$ cat config.mk
export PLATFORM = sky130hd
export DESIGN_NAME = uartRxCore
export DESIGN_NICKNAME = d
export VERILOG_FILES = /design/src/rtl/rx_pkg.sv /design/src/rtl/rxCtrl.sv /design/src/rtl/rxData.sv /design/src/rtl/uartRxCore.sv
export SDC_FILE = /design/constraint.sdc
export NUM_CORES = 1
export LEC_CHECK = 0
export ABC_AREA = 0
export BUFFER_PORTS_ARGS = -buffer_cell sky130_fd_sc_hd__buf_4
export CELL_PAD_IN_SITES_DETAIL_PLACEMENT = 0
export CELL_PAD_IN_SITES_GLOBAL_PLACEMENT = 1
export CORE_MARGIN = 1.5
export CORE_UTILIZATION = 25
export DETAILED_ROUTE_END_ITERATION = 8
export GPL_ROUTABILITY_DRIVEN = 0
export GPL_TIMING_DRIVEN = 0
export PLACE_DENSITY_LB_ADDON = 0.1
export SLEW_MARGIN = 20
export SYNTH_ARGS = -nofsm -noshare
export SYNTH_HDL_FRONTEND = slang
export SYNTH_HIERARCHICAL = 1
export SYNTH_SLANG_ARGS = --single-unit
$ cat constraint.sdc
create_clock -name clk -period 4.55 [get_ports clk]
set_input_delay 0 -clock clk [delete_from_list [all_inputs] [get_ports clk]]
set_output_delay 0 -clock clk [all_outputs]
set_load 0.02 [all_outputs]
$ cat src/rtl/rx_pkg.sv
package rx_pkg;
  // configuration register bit positions
  localparam int CFG_EN    = 0;
  localparam int CFG_PAR   = 1;
  localparam int CFG_ODD   = 2;
  localparam int CFG_SEVEN = 3;
  localparam int CFG_W     = 4;

  typedef enum logic [2:0] {
    ST_IDLE, ST_START, ST_DATA, ST_PARITY, ST_STOP
  } rxState_t;

  typedef struct packed {
    logic frameStart;
    logic dataSample;
    logic paritySample;
    logic frameDone;
  } rxStrobe_t;
endpackage

$ cat src/rtl/rxCtrl.sv
module rxCtrl
  import rx_pkg::*;
#(
  parameter int OVS      = 16,
  parameter int MAX_BITS = 8
) (
  input  logic      clk,
  input  logic      rstN,
  input  logic      tick16,
  input  logic      rxBit,
  input  logic      rxEnable,
  input  logic      parEn,
  input  logic      sevenBits,
  input  logic      anyErr,
  output rxStrobe_t strb
);
  localparam int CNT_W = $clog2(OVS);
  localparam int IDX_W = $clog2(MAX_BITS);
  localparam int MID   = OVS / 2 - 1;
  localparam int LAST  = OVS - 1;

  rxState_t         state;
  logic [CNT_W-1:0] cnt;
  logic [IDX_W-1:0] bitIdx;
  logic             go, midHit, endHit, lastBit;

  assign go      = tick16 && rxEnable;
  assign midHit  = (cnt == CNT_W'(MID));
  assign endHit  = (cnt == CNT_W'(LAST));
  assign lastBit = (bitIdx == (sevenBits ? IDX_W'(MAX_BITS - 2) : IDX_W'(MAX_BITS - 1)));

  always_comb begin
    strb.frameStart   = go && (state == ST_IDLE) && !rxBit && !anyErr;
    strb.dataSample   = go && (state == ST_DATA) && endHit;
    strb.paritySample = go && (state == ST_PARITY) && endHit;
    strb.frameDone    = go && (state == ST_STOP) && endHit;
  end

  always_ff @(posedge clk) begin
    if (!rstN || !rxEnable) begin
      state  <= ST_IDLE;
      cnt    <= '0;
      bitIdx <= '0;
    end else if (tick16) begin
      case (state)
        ST_IDLE: begin
          if (strb.frameStart) begin
            state <= ST_START;
            cnt   <= '0;
          end
        end
        ST_START: begin
          if (midHit) begin
            cnt    <= '0;
            bitIdx <= '0;
            state  <= rxBit ? ST_IDLE : ST_DATA;
          end else begin
            cnt <= cnt + 1'b1;
          end
        end
        ST_DATA: begin
          if (endHit) begin
            cnt <= '0;
            if (lastBit) state <= parEn ? ST_PARITY : ST_STOP;
            else         bitIdx <= bitIdx + 1'b1;
          end else begin
            cnt <= cnt + 1'b1;
          end
        end
        ST_PARITY: begin
          if (endHit) begin
            cnt   <= '0;
            state <= ST_STOP;
          end else begin
            cnt <= cnt + 1'b1;
          end
        end
        ST_STOP: begin
          if (endHit) begin
            cnt   <= '0;
            state <= ST_IDLE;
          end else begin
            cnt <= cnt + 1'b1;
          end
        end
        default: state <= ST_IDLE;
      endcase
    end
  end


  block_on_err_chk: assert property (@(posedge clk) disable iff (!rstN)
    (state == ST_IDLE && anyErr) |=> (state == ST_IDLE));


  abort_idle_chk: assert property (@(posedge clk) disable iff (!rstN)
    !rxEnable |=> (state == ST_IDLE));


  single_strobe_chk: assert property (@(posedge clk) disable iff (!rstN)
    $onehot0(strb));
endmodule

$ cat src/rtl/rxData.sv
module rxData
  import rx_pkg::*;
#(
  parameter int MAX_BITS = 8
) (
  input  logic                clk,
  input  logic                rstN,
  input  logic                rxLine,
  input  rxStrobe_t           strb,
  input  logic                regWe,
  input  logic [1:0]          regAddr,
  input  logic [CFG_W-1:0]    regWdata,
  output logic [MAX_BITS-1:0] regRdata,
  output logic                rxBit,
  output logic                rxEnable,
  output logic                parEn,
  output logic                sevenBits,
  output logic                anyErr,
  output logic                fullFlag
);
  logic                syncA, syncB;
  logic [CFG_W-1:0]    cfgReg;
  logic [MAX_BITS-1:0] shiftReg, dataReg, assembled;
  logic                parAcc, parBit, parBad, stopBad;
  logic                ovrFlag, parFlag, frmFlag;
  logic                statWr;

  assign rxBit     = syncB;
  assign rxEnable  = cfgReg[CFG_EN];
  assign parEn     = cfgReg[CFG_PAR];
  assign sevenBits = cfgReg[CFG_SEVEN];
  assign anyErr    = ovrFlag || parFlag || frmFlag;
  assign statWr    = regWe && (regAddr == 2'd1);

  assign assembled = sevenBits ? {1'b0, shiftReg[MAX_BITS-1:1]} : shiftReg;
  assign parBad    = parEn && ((parAcc ^ parBit) != cfgReg[CFG_ODD]);
  assign stopBad   = !rxBit;

  // two-stage synchronizer for the asynchronous pin
  always_ff @(posedge clk) begin
    if (!rstN) begin
      syncA <= 1'b1;
      syncB <= 1'b1;
    end else begin
      syncA <= rxLine;
      syncB <= syncA;
    end
  end

  // assembly shift register and running parity
  always_ff @(posedge clk) begin
    if (!rstN) begin
      shiftReg <= '0;
      parAcc   <= 1'b0;
      parBit   <= 1'b0;
    end else begin
      if (strb.frameStart) parAcc <= 1'b0;
      if (strb.dataSample) begin
        shiftReg <= {rxBit, shiftReg[MAX_BITS-1:1]};
        parAcc   <= parAcc ^ rxBit;
      end
      if (strb.paritySample) parBit <= rxBit;
    end
  end

  // registers and flags: a frame event wins over a same-cycle clear
  always_ff @(posedge clk) begin
    if (!rstN) begin
      cfgReg   <= '0;
      dataReg  <= '0;
      fullFlag <= 1'b0;
      ovrFlag  <= 1'b0;
      parFlag  <= 1'b0;
      frmFlag  <= 1'b0;
    end else begin
      if (regWe && regAddr == 2'd0) cfgReg <= regWdata;
      if (statWr) begin
        if (!regWdata[0]) fullFlag <= 1'b0;
        if (!regWdata[1]) ovrFlag  <= 1'b0;
        if (!regWdata[2]) parFlag  <= 1'b0;
        if (!regWdata[3]) frmFlag  <= 1'b0;
      end
      if (strb.frameDone) begin
        if (fullFlag) begin
          ovrFlag <= 1'b1;
        end else begin
          dataReg  <= assembled;
          fullFlag <= 1'b1;
        end
        if (parBad)  parFlag <= 1'b1;
        if (stopBad) frmFlag <= 1'b1;
      end
    end
  end

  always_comb begin
    case (regAddr)
      2'd0:    regRdata = MAX_BITS'(cfgReg);
      2'd1:    regRdata = MAX_BITS'({syncB, frmFlag, parFlag, ovrFlag, fullFlag});
      2'd2:    regRdata = dataReg;
      default: regRdata = '0;
    endcase
  end


  ovr_keeps_data_chk: assert property (@(posedge clk) disable iff (!rstN)
    $rose(ovrFlag) |-> $stable(dataReg));


  full_from_frame_chk: assert property (@(posedge clk) disable iff (!rstN)
    $rose(fullFlag) |-> $past(strb.frameDone));


  par_from_frame_chk: assert property (@(posedge clk) disable iff (!rstN)
    $rose(parFlag) |-> $past(strb.frameDone && parEn));
endmodule

$ cat src/rtl/uartRxCore.sv
module uartRxCore
  import rx_pkg::*;
#(
  parameter int OVS      = 16,
  parameter int MAX_BITS = 8
) (
  input  logic                clk,
  input  logic                rstN,
  input  logic                tick16,
  input  logic                rxLine,
  input  logic                regWe,
  input  logic [1:0]          regAddr,
  input  logic [CFG_W-1:0]    regWdata,
  output logic [MAX_BITS-1:0] regRdata,
  output logic                rxIrq,
  output logic                errIrq
);
  rxStrobe_t strb;
  logic      rxBit, rxEnable, parEn, sevenBits, anyErr, fullFlag;

  rxCtrl #(.OVS(OVS), .MAX_BITS(MAX_BITS)) ctrl (
    .clk(clk), .rstN(rstN), .tick16(tick16), .rxBit(rxBit),
    .rxEnable(rxEnable), .parEn(parEn), .sevenBits(sevenBits),
    .anyErr(anyErr), .strb(strb)
  );

  rxData #(.MAX_BITS(MAX_BITS)) data (
    .clk(clk), .rstN(rstN), .rxLine(rxLine), .strb(strb),
    .regWe(regWe), .regAddr(regAddr), .regWdata(regWdata),
    .regRdata(regRdata), .rxBit(rxBit), .rxEnable(rxEnable),
    .parEn(parEn), .sevenBits(sevenBits), .anyErr(anyErr),
    .fullFlag(fullFlag)
  );

  assign rxIrq  = fullFlag;
  assign errIrq = anyErr;
endmodule

Word-level counts from Yosys, hierarchy flattened

Index checks and enable logic that the tools add are counted.

Input bits: 11
Output and inout bits: 10
Logic and storage cells: 104
Register bits after elaboration: 38

Muxes and demuxes: 38
Reductions and logical operators: 30
Eq/ne operators: 17
$add $sub $neg: 2
Bitwise operators: 3

Operators with widths:

| kind                                                                     | count |
|---|---|
| 3-bit two-way mux                                                        | 10 |
| 8-bit one-hot mux with 3 select lines                                    | 1 |
| 1-bit two-way mux                                                        | 19 |
| 3-bit one-hot mux with 5 select lines                                    | 1 |
| 1-bit logical AND                                                        | 13 |
| 4-bit two-way mux                                                        | 3 |
| 2-bit by 1-bit inequality test with 1-bit output (second input constant) | 6 |
| 4-bit one-hot mux with 3 select lines                                    | 1 |
| 8-bit two-way mux                                                        | 1 |
| 7-bit AND reduction                                                      | 1 |
| 3-bit by 2-bit equality test with 1-bit output (second input constant)   | 2 |
| 3-bit one-hot mux with 2 select lines                                    | 1 |
| 5-bit AND reduction                                                      | 1 |
| 4-bit by 1-bit adder with 4-bit output (second input constant)           | 1 |
| 4-bit by 3-bit equality test with 1-bit output (second input constant)   | 1 |
| 4-bit equality test (second input constant)                              | 1 |
| 1-bit logical NOT                                                        | 4 |
| 2-bit nonzero test                                                       | 2 |
| 3-bit by 1-bit adder with 3-bit output (second input constant)           | 1 |
| 3-bit by 1-bit equality test with 1-bit output (second input constant)   | 1 |
| 3-bit equality test                                                      | 1 |
| 3-bit equality test (second input constant)                              | 1 |
| 3-bit logical NOT                                                        | 1 |
| 1-bit logical OR                                                         | 3 |
| 12 further kinds                                                         | 13 |

Depth between registers and ports, before layout

Gate-level depths: netlist of the first run.

Depth in word-level cells: 6
Mapped depth: 9

By module

The synthesis of the first run kept the hierarchy.

Modules (own cells, without submodules):

| module | sequential area each (um^2) | area each (um^2) | times used | cells an instance |
|---|---|---|---|---|
| rxData | 560.5                       | 1,286.2          | 1          | 130 |
| rxCtrl | 200.2                       | 732.0            | 1          | 93 |

Worst setup path after synthesis of the first run

No wires, ideal clock.

Kind: register -> register
Start point: reg ctrl.cnt[0]
End point: reg data.dataReg[4]
Slack: 2.304 ns
Clock period less this slack: 2.246 ns
Arrival: 2.129 ns
Stages on the path, launching flop included: 10
Data required time: 4.434 ns
Cell sequence: dfxtp_1 -> ha_1 -> nand4_1 -> or2_2 -> nor4b_1 -> nor2b_1 -> buf_2 -> buf_4 -> nand2_1 -> o211a_1

RTL lines:

| item                   | line         | RTL |
|---|---|---|
| start, declared        | rxCtrl.sv:23 | `logic [CNT_W-1:0] cnt;` |
| start signal, assigned | rxCtrl.sv:58 | `cnt <= cnt + 1'b1;` |
| start signal, assigned | rxCtrl.sv:67 | `cnt <= cnt + 1'b1;` |
| start signal, assigned | rxCtrl.sv:75 | `cnt <= cnt + 1'b1;` |
| end signal, assigned   | rxData.sv:87 | `dataReg <= assembled;` |
| end, declared          | rxData.sv:23 | `logic [MAX_BITS-1:0] shiftReg, dataReg, assembled;` |

==> results of run 1 <==
==> layout make-up <==
type                    instances  area [µm²]  share of cell area
inverters                       3        11.3             0.00463
flip-flops and latches         38         761               0.313
plain buffers                  13        76.3              0.0314
clock inverters                 1        5.00             0.00206
repair buffers                 24         193              0.0793
clock buffers                   7        86.3              0.0355
multi-input cells             169        1170               0.481
well taps                     102         128              0.0525
==> worst reg2reg max path: stages (launching register included) <==
cell     delay, ps
dfxtp_1        370
ha_1           280
nand4_1        190
or2_2          360
nor4b_1        800
nor2b_1        220
buf_2          170
buf_4          180
nand2_1         60
o211a_1        120
==> flip-flops by register name (all words and copies together), names as in the netlist <==
register       flops
data/cfgReg        4
data/ovrFlag       1
data/syncA         1
data/dataReg       8
data/fullFlag      1
data/shiftReg      8
data/parBit        1
ctrl/bitIdx        3
ctrl/cnt           4
data/rxBit         1
data/parFlag       1
ctrl/state         3
data/frmFlag       1
data/parAcc        1
==> kinds of logic (layout without fill, tap and decap cells) <==
kind of cell,Yosys count,after routing
multiplexers,28,28
XOR/XNOR,3,3
adder cells (fa/ha/maj),2,2
AND/OR/NAND/NOR,95,95
flip-flops,38,38
AO/OA/AOI/OAI,41,41
buffers and inverters,16,48
==> per-layer routing <==
metal / vias up / wire (µm)
met1: 783 / 2610
met5: - / 0
met3: 2 / 112
met2: 13 / 2200
li1: 856 / -
met4: 0 / 30
==> report_power, final <==
part	switching [mW]	internal, mW
sequential	0.00234	0.334
clock	0.116	0.122
combinational	0.0181	0.0194
total	0.136	0.476
==> timing repair <==
item / in CTS / in global routing
resized for setup: 0 / 0
hold endpoints to repair: 7 / 0
hold buffers: 5 / 0
buffers inserted: 0 / 0
==> worst max path at each step <==
stage,start,end,slack (ps),cells past startpoint
after global routing,ctrl/cnt[3],data/dataReg[6],1420,9
after global placement,ctrl/cnt[0],data/dataReg[5],1590,9
after CTS,ctrl/cnt[3],data/dataReg[4],1580,9
after detailed placement,ctrl/cnt[3],data/dataReg[4],1630,9
after floorplan,ctrl/cnt[0],data/dataReg[4],2300,9
final,ctrl/cnt[0],data/dataReg[5],1700,9
==> stage by stage <==
| stage | hold WS [ps] | cells | power (mW) | worst slack, ps | cell area, µm² |
|---|---|---|---|---|---|
| floorplan | 101 | 223 | 0.363 | 2300 | 2020 |
| global placement | 188 | 344 | 0.380 | 1590 | 2290 |
| detailed placement | 199 | 344 | 0.379 | 1630 | 2290 |
| CTS | 20.8 | 357 | 0.626 | 1580 | 2430 |
| global route | 17.1 | 357 | 0.646 | 1420 | 2430 |
| finish | 33.6 | 357 | 0.612 | 1700 | 2430 |
==> placed cells by master (no fill, tap or decap), drive strengths merged, types with 6 or more instances in the layout <==
master,synthesis,layout
nand2,27,27
mux2i,27,27
nor2,6,6
o21ai,12,12
nand2b,9,9
dfxtp,38,38
and2,7,7
nor2b,15,15
o211a,7,7
clkbuf,3,10
a21oi,6,6
buf,10,29
==> reports/qor.txt, run 1 <==
clock buffer count from CTS -> 5
slowest CP cell -> nor4b_1
adder-cell share of the synthesized area -> 0.0124
hpwl dp -> 3640 µm
n_diodes -> 0
First-pass DRT Iterations -> 4
global routing's busiest layer -> met2
synth warn -> 6
# port buffers -> 19
Mapped Cells -> 223
Yosys top cell area share -> 0.377
Final Slew Violations -> 0
Lkg Pwr -> 0.941 nW
Mapped Area -> 2020 µm²
total grt overflow -> 0
critical path class -> reg2reg
initial antenna violation count -> 0
total clock sinks -> 38
min-delay worst type -> in2reg
Iter 0 DRT Violations -> 60
min Tclk post-route -> 2850 ps
Commonest cells post-synth -> 38 x dfxtp_1, 27 x mux2i_1, 27 x nand2_1
Setup Total Neg Slack -> 0 ps
ys flop type -> dfxtp_1
worst hold stages -> 3
H-tree depth -> 2
first-pass GRT wire length -> 8150 µm
max capacitance violation total -> 0
Clock Path Buffers -> 2
largest family of logic cells by synthesized area -> simple AND/OR/NAND/NOR gates
synth unique cells -> 47
Arr. time, crit path -> 3030 ps
crit path cell chain -> ha_1 > nand4_1 > or2_2 > nor4b_1 > nor2b_1 > buf_2 > buf_4 > nand2_1 > o211a_1
Setup Viol. Count Final -> 0
Hold Startpoint -> tick16
Routed Antenna Nets -> 0
CP Launch Type -> flip-flop
average routed wire per standard cell -> 13.9 µm
clock transition at the registers of the reported paths -> 80 ps
routed vias/inst -> 4.63
Mapped Avg Cell Area -> 9.05 µm²
Max rail drop VDD -> 0.0907 mV
Buf/Inv on CP -> 2
mux cell area share after synthesis -> 0.139
R2R Path Start -> ctrl/cnt[0]
number of global-route vias before repair -> 1564
syn_nets -> 236
post-synth top area cell -> dfxtp_1
unrepaired setup endpoints after global routing -> no
Residual DRC -> 0
Core Region -> 7770 µm²
Root Driver -> clkbuf_8
NumNets Final -> 267
PD cells -> 252 nW/µm²
worst skew pair latency -> 280 ps
sequential cell area fraction in the yosys report -> 0.377
most common cell in the netlist -> dfxtp_1
worst-margin pin slew -> 961 ps
Hold EP -> ctrl/cnt[2]
largest net degree at the start of global routing -> 12
vias -> 1654
Rel. slew slack -> 0.350
worst r2r dst -> data/dataReg[5]
compound-gate portion of the synthesized area -> 0.142
Syn-to-layout area delta -> 20.4%
Crit. End Element -> flip-flop
fraction of layout cells with a size suffix above 1 -> 0.173
top area cells in the synthesized netlist -> dfxtp_1 38%, mux2i_1 13%, nand2_1 5.0%
Die ar. -> 8620 µm²
Top-Level Pins -> 21
fill count -> 857
Routed WL -> 4950 µm
Slowest Stage Delay on Critical Path -> 800 ps
GRT Total Usage -> 0.122
Die H -> 92.9 µm
Die W -> 92.9 µm
Post-Synth Simple-Gate Area -> 0.273
Final Hold Violating Endpoints -> 0
met2 usage -> 0.182
Worst Skew -> 5.72 ps
Final period util -> 0.626
Worst R2R Setup Slack -> 1700 ps
Async SR Flop Fraction -> 0
GR Util met3 -> 0.0296
GR Util met1 -> 0.173
#FFs+latches synth -> 38
fmax -> 351 MHz
FP Rows -> 32
r2r worst-path depth -> 9
critical path peak fanout -> 10
status -> complete, no violations
Top Family by Delay on Critical Path -> simple AND/OR/NAND/NOR gates
CP required -> 4730 ps
Post-synth EDFFs -> 0
post-synthesis xor/xnor area fraction -> 0.0130
Initial Util -> 0.260
CTS tree -> yes
Final Util -> 0.313
Note: power is estimated with default switching activity, not from simulation.
==> run 2, diff against run 1 <==
- clock period: 4.55 -> 2.9 ns (I/O delays scaled with it)
==> reports/qor.txt, run 2 (synthesis gave the netlist of run 1 again) <==
Die ar. -> 8620 µm² (unchanged)
n_diodes -> 0 (unchanged)
Syn-to-layout area delta -> 20.7% (was 20.4%)
GR Util met1 -> 0.173 (about the same)
status -> complete, no violations (unchanged)
CP required -> 3080 ps (was 4730 ps)
crit path cell chain -> clkbuf_1 > nand4_1 > or2_2 > nor4b_2 > nor2b_1 > buf_2 > buf_4 > nand2_1 > o211a_1 (was ha_1 > nand4_1 > or2_2 > nor4b_1 > nor2b_1 > buf_2 > buf_4 > nand2_1 > o211a_1)
commonest non-fill, non-tap cell in the layout -> dfxtp_1 (unchanged)
average routed wire per standard cell -> 13.9 µm (about the same)
met2 usage -> 0.183 (was 0.182)
global routing's busiest layer -> met2 (unchanged)
GRT Total Usage -> 0.122 (unchanged)
footprint of the multi-input gates -> 1180 µm² (was 1170 µm²)
fraction of layout cells with a size suffix above 1 -> 0.176 (was 0.173)
Routed WL -> 4970 µm (was 4950 µm)
routed vias/inst -> 4.63 (about the same)
critical path class -> reg2reg (unchanged)
GR Util met3 -> 0.0296 (unchanged)
Die H -> 92.9 µm (unchanged)
Final Non-Filler Cells -> 357 (unchanged)
Slowest Stage Delay on Critical Path -> 540 ps (was 800 ps)
clock transition at the registers of the reported paths -> 80 ps (about the same)
Rel. slew slack -> 0.597 (was 0.350)
worst skew pair latency -> 280 ps (about the same)
Top-Level Pins -> 21 (unchanged)
most frequent cells in the layout -> 38 x dfxtp_1, 27 x nand2_1, 27 x mux2i_1 (unchanged)
# placed instances -> 344 (unchanged)
H-tree depth -> 2 (unchanged)
Buf/Inv on CP -> 3 (was 2)
min Tclk post-route -> 2580 ps (was 2850 ps)
# port buffers -> 19 (unchanged)
NumNets Final -> 267 (unchanged)
total clock sinks -> 38 (unchanged)
Setup Viol. Count Final -> 0 (unchanged)
CP Launch Type -> flip-flop (unchanged)
fmax -> 387 MHz (was 351 MHz)
Lkg Pwr -> 0.941 nW (about the same)
Final Hold Violating Endpoints -> 0 (unchanged)
FP Rows -> 32 (unchanged)
initial antenna violation count -> 0 (unchanged)
Core Region -> 7770 µm² (unchanged)
critical path peak fanout -> 10 (unchanged)
Setup Total Neg Slack -> 0 ps (unchanged)
register area -> 761 µm² (unchanged)
fill count -> 857 (unchanged)
Die W -> 92.9 µm (unchanged)
total grt overflow -> 0 (unchanged)
worst-margin pin slew -> 602 ps (was 961 ps)
first-pass GRT wire length -> 8140 µm (was 8150 µm)
Max rail drop VDD -> 0.143 mV (was 0.0907 mV)
Iter 0 DRT Violations -> 58 (was 60)
top flop regs -> data/dataReg: 8 flops, data/shiftReg: 8 flops (unchanged)
Crit. End Element -> flip-flop (unchanged)
vias -> 1652 (was 1654)
min-delay worst type -> in2reg (unchanged)
PD cells -> 395 nW/µm² (was 252 nW/µm²)
setup bufs post-CTS -> 0 (unchanged)
clock buffer count from CTS -> 5 (unchanged)
Clock Path Buffers -> 2 (unchanged)
Worst Skew -> 7.75 ps (was 5.72 ps)
largest net degree at the start of global routing -> 12 (unchanged)
Routed Antenna Nets -> 0 (unchanged)
Initial Util -> 0.260 (unchanged)
Top Family by Delay on Critical Path -> simple AND/OR/NAND/NOR gates (unchanged)
number of global-route vias before repair -> 1563 (was 1564)
slowest CP cell -> nor4b_2 (was nor4b_1)
First-pass DRT Iterations -> 4 (unchanged)
worst slack, placed -> -19.8 ps (was 1630 ps)
max capacitance violation total -> 0 (unchanged)
Residual DRC -> 0 (unchanged)
Final Slew Violations -> 0 (unchanged)
CTS tree -> yes (unchanged)
unrepaired setup endpoints after global routing -> no (unchanged)
Root Driver -> clkbuf_8 (unchanged)
Worst R2R Setup Slack -> 320 ps (was 1700 ps)
Final period util -> 0.890 (was 0.626)
Arr. time, crit path -> 2760 ps (was 3030 ps)
hpwl dp -> 3640 µm (unchanged)
final worst setup slack -> 318 ps (was 1700 ps)
[run 2: cell counts in the layout (fill, tap and decap cells not counted)]
No cell type changed its count.
[run 2: per-stage QoR]
| step | total power, mW | instance area (µm²) | util | hold slack [ps] |
|---|---|---|---|---|
| 6_report | 0.962 | 2440 | 0.314 | 30.6 |
| 4_1_cts | 0.982 | 2440 | 0.314 | 20.8 |
| 2_1_floorplan | 0.569 | 2020 | - | 101 |
| 5_1_grt | 1.01 | 2440 | 0.314 | 17.1 |
| 3_5_place_dp | 0.595 | 2290 | 0.295 | 199 |
| 3_3_place_gp | 0.596 | 2290 | 0.295 | 188 |
[run 2: worst reg2reg max path: cells and delay by family, from the launching register on]
kind                   cells  cell delay [ps]
AOI/OAI and AO/OA          1              120
buffers and inverters      3              650
DFF                        1              310
and+or+nand+nor            5             1400
[run 2: area by class of cell]
type	count	share of cell area
multi-input combinational	169	0.483
clock buffer	7	0.0354
buffer	13	0.0313
clock inverter	1	0.00205
timing repair buffer	24	0.0791
sequential	38	0.312
inverter	3	0.00462
tap	102	0.0524
[run 2: final timing paths]
kind,from,to,cells past startpoint
hold reg to reg,data/syncA,data/rxBit,1
setup reg to reg,ctrl/cnt[3],data/dataReg[5],9
setup / recovery,ctrl/cnt[3],data/dataReg[5],9
hold / removal,tick16,ctrl/cnt[2],3
[run 2: layer usage]
metal | part of all wire | vias up | routed length (µm)
met5 | 0 | - | 0
met4 | 0.0060 | 0 | 30
met3 | 0.025 | 2 | 126
met2 | 0.44 | 18 | 2190
met1 | 0.53 | 778 | 2620
li1 | - | 854 | -
[run 2: report_power, final]
group | switching (mW) | total, mW | internal [mW] | leakage [nW]
logic | 0.0284 | 0.0588 | 0.0304 | 0.586
registers | 0.00371 | 0.528 | 0.525 | 0.307
clock network | 0.183 | 0.375 | 0.192 | 0.0482
total | 0.215 | 0.962 | 0.747 | 0.941
[run 2: timing repair]
action,in CTS,in global routing
hold endpoints to repair,7,0
hold buffers,5,0
resized for setup,1,0
endpoints found under the setup margin,3,0
==> run 3, diff against run 2 <==
- ABC_CLOCK_PERIOD_IN_PS: default -> 2100
- RECOVER_POWER: default -> 25
- clock period: 2.9 -> 2.1 ns (I/O delays scaled with it)
==> reports/qor.txt, run 3 (synthesis gave the netlist of run 1 again) <==
hpwl dp -> 3630 µm (was 3640 µm)
worst-margin pin slew -> 607 ps (was 602 ps)
most frequent cells in the layout -> 35 x dfxtp_1, 27 x nand2_1, 27 x mux2i_1 (was 38 x dfxtp_1, 27 x nand2_1, 27 x mux2i_1)
unrepaired setup endpoints after global routing -> no (unchanged)
r2r worst-path depth -> 9 (unchanged)
Max rail drop VDD -> 0.197 mV (was 0.143 mV)
First-pass DRT Iterations -> 4 (unchanged)
worst hold stages -> 3 (unchanged)
# placed instances -> 344 (unchanged)
Worst R2R Setup Slack -> 150 ps (was 320 ps)
NumNets Final -> 267 (unchanged)
Rel. slew slack -> 0.596 (was 0.597)
first-pass GRT wire length -> 8190 µm (was 8140 µm)
clock transition at the registers of the reported paths -> 80 ps (about the same)
fmax -> 514 MHz (was 387 MHz)
Routed Antenna Nets -> 0 (unchanged)
Final Slew Violations -> 0 (unchanged)
Crit. End Element -> flip-flop (unchanged)
Root Driver -> clkbuf_8 (unchanged)
top flop regs -> data/dataReg: 8 flops, data/shiftReg: 8 flops (unchanged)
Core Region -> 7770 µm² (unchanged)
Residual DRC -> 0 (unchanged)
slowest CP cell -> dfxtp_2 (was nor4b_2)
worst r2r dst -> data/dataReg[4] (was data/dataReg[5])
Worst Skew -> 5.63 ps (was 7.75 ps)
Die H -> 92.9 µm (unchanged)
Hold EP -> ctrl/cnt[2] (unchanged)
Syn-to-layout area delta -> 21.5% (was 20.7%)
initial antenna violation count -> 0 (unchanged)
FP Rows -> 32 (unchanged)
Routed WL -> 5030 µm (was 4970 µm)
max capacitance violation total -> 0 (unchanged)
critical path class -> reg2reg (unchanged)
commonest non-fill, non-tap cell in the layout -> dfxtp_1 (unchanged)
routed vias/inst -> 4.63 (about the same)
Crit. Startpoint -> ctrl/cnt[1] (was ctrl/cnt[3])
Slowest Stage Delay on Critical Path -> 370 ps (was 540 ps)
worst skew pair latency -> 290 ps (was 280 ps)
largest net degree at the start of global routing -> 13 (was 12)
status -> complete, no violations (unchanged)
Iter 0 DRT Violations -> 51 (was 58)
Setup Viol. Count Final -> 0 (unchanged)
Initial Util -> 0.260 (unchanged)
CTS tree -> yes (unchanged)
Final Hold Violating Endpoints -> 0 (unchanged)
GRT Total Usage -> 0.123 (was 0.122)
Hold Startpoint -> tick16 (unchanged)
min-delay worst type -> in2reg (unchanged)
crit path cell chain -> ha_4 > nand4_1 > or2_4 > nor4b_4 > nor2b_2 > buf_4 > buf_6 > nand2_1 > o211a_1 (was clkbuf_1 > nand4_1 > or2_2 > nor4b_2 > nor2b_1 > buf_2 > buf_4 > nand2_1 > o211a_1)
Clock Path Buffers -> 2 (unchanged)
total grt overflow -> 0 (unchanged)
clock buffer count from CTS -> 5 (unchanged)
Die ar. -> 8620 µm² (unchanged)
# port buffers -> 19 (unchanged)
CP Launch Type -> flip-flop (unchanged)
CP required -> 2290 ps (was 3080 ps)
Fin Hold WS -> 18.4 ps (was 30.6 ps)
total clock sinks -> 38 (unchanged)
Buf/Inv on CP -> 2 (was 3)
Lkg Pwr -> 0.911 nW (was 0.941 nW)
Arr. time, crit path -> 2140 ps (was 2760 ps)
min Tclk post-route -> 1950 ps (was 2580 ps)
PD cells -> 546 nW/µm² (was 395 nW/µm²)
critical path peak fanout -> 10 (unchanged)
n_diodes -> 0 (unchanged)
Final period util -> 0.927 (was 0.890)
R2R Path Start -> ctrl/cnt[1] (was ctrl/cnt[3])
Top Family by Delay on Critical Path -> simple AND/OR/NAND/NOR gates (unchanged)
H-tree depth -> 2 (unchanged)
Top-Level Pins -> 21 (unchanged)
vias -> 1653 (was 1652)
fraction of layout cells with a size suffix above 1 -> 0.176 (unchanged)
Final Non-Filler Cells -> 357 (unchanged)
average routed wire per standard cell -> 14.1 µm (was 13.9 µm)
number of global-route vias before repair -> 1651 (was 1563)
Die W -> 92.9 µm (unchanged)
## run 3: worst max-delay path by stage
stage / slack [ps] / endpoint / cells past startpoint
6_report: 150 / data/dataReg[4] / 9
4_1_cts: 30 / data/dataReg[4] / 9
5_1_grt: 10 / data/dataReg[4] / 9
3_3_place_gp: -590 / data/dataReg[4] / 9
2_1_floorplan: 10 / data/dataReg[4] / 9
3_5_place_dp: -480 / data/dataReg[4] / 9
## run 3: final cells by class
| type | instances | area, µm² |
|---|---|---|
| tap | 102 | 128 |
| sequential | 38 | 767 |
| inverter | 3 | 11.3 |
| clock buffer | 6 | 82.6 |
| multi-input combinational | 169 | 1200 |
| fill | 895 | 5320 |
| clock inverter | 2 | 12.5 |
| buffer | 12 | 77.6 |
| timing repair buffer | 25 | 171 |
## run 3: worst min-delay path: cells and delay by family
family	cells	cell delay [ps]
buffers and inverters	1	140
AO/OA/AOI/OAI	1	60
AND/OR/NAND/NOR	1	70
## run 3: stage by stage
| step | setup slack, ps | setup TNS (ps) | total power, mW | util | area [µm²] |
|---|---|---|---|---|---|
| after floorplan | 12.4 | 0 | 0.786 | - | 2020 |
| after global placement | -591 | -4440 | 0.823 | 0.295 | 2290 |
| after detailed placement | -480 | -3290 | 0.822 | 0.295 | 2290 |
| after CTS | 27.5 | 0 | 1.38 | 0.318 | 2470 |
| after global routing | 14.9 | 0 | 1.41 | 0.316 | 2450 |
| final | 153 | 0 | 1.34 | 0.316 | 2450 |
## run 3: layer usage
metal / GRT usage / part of all wire
met1: 0.165 / 0.51
met3: 0.0213 / 0.021
met5: 0 / 0
met2: 0.192 / 0.45
met4: 0.0530 / 0.014
## run 3: power by group
group / internal (mW) / switching [mW]
Clock: 0.264 / 0.270
Sequential: 0.723 / 0.00510
Combinational: 0.0389 / 0.0386
## run 3: what timing repair did
item                       4_1_cts  5_1_grt
setup endpoints to repair        9        3
resized for setup                8        3
cloned                           0        0
pin swaps                        3        1
hold endpoints to repair         6        0
setup buffers                    2        0
hold buffers                     4        0
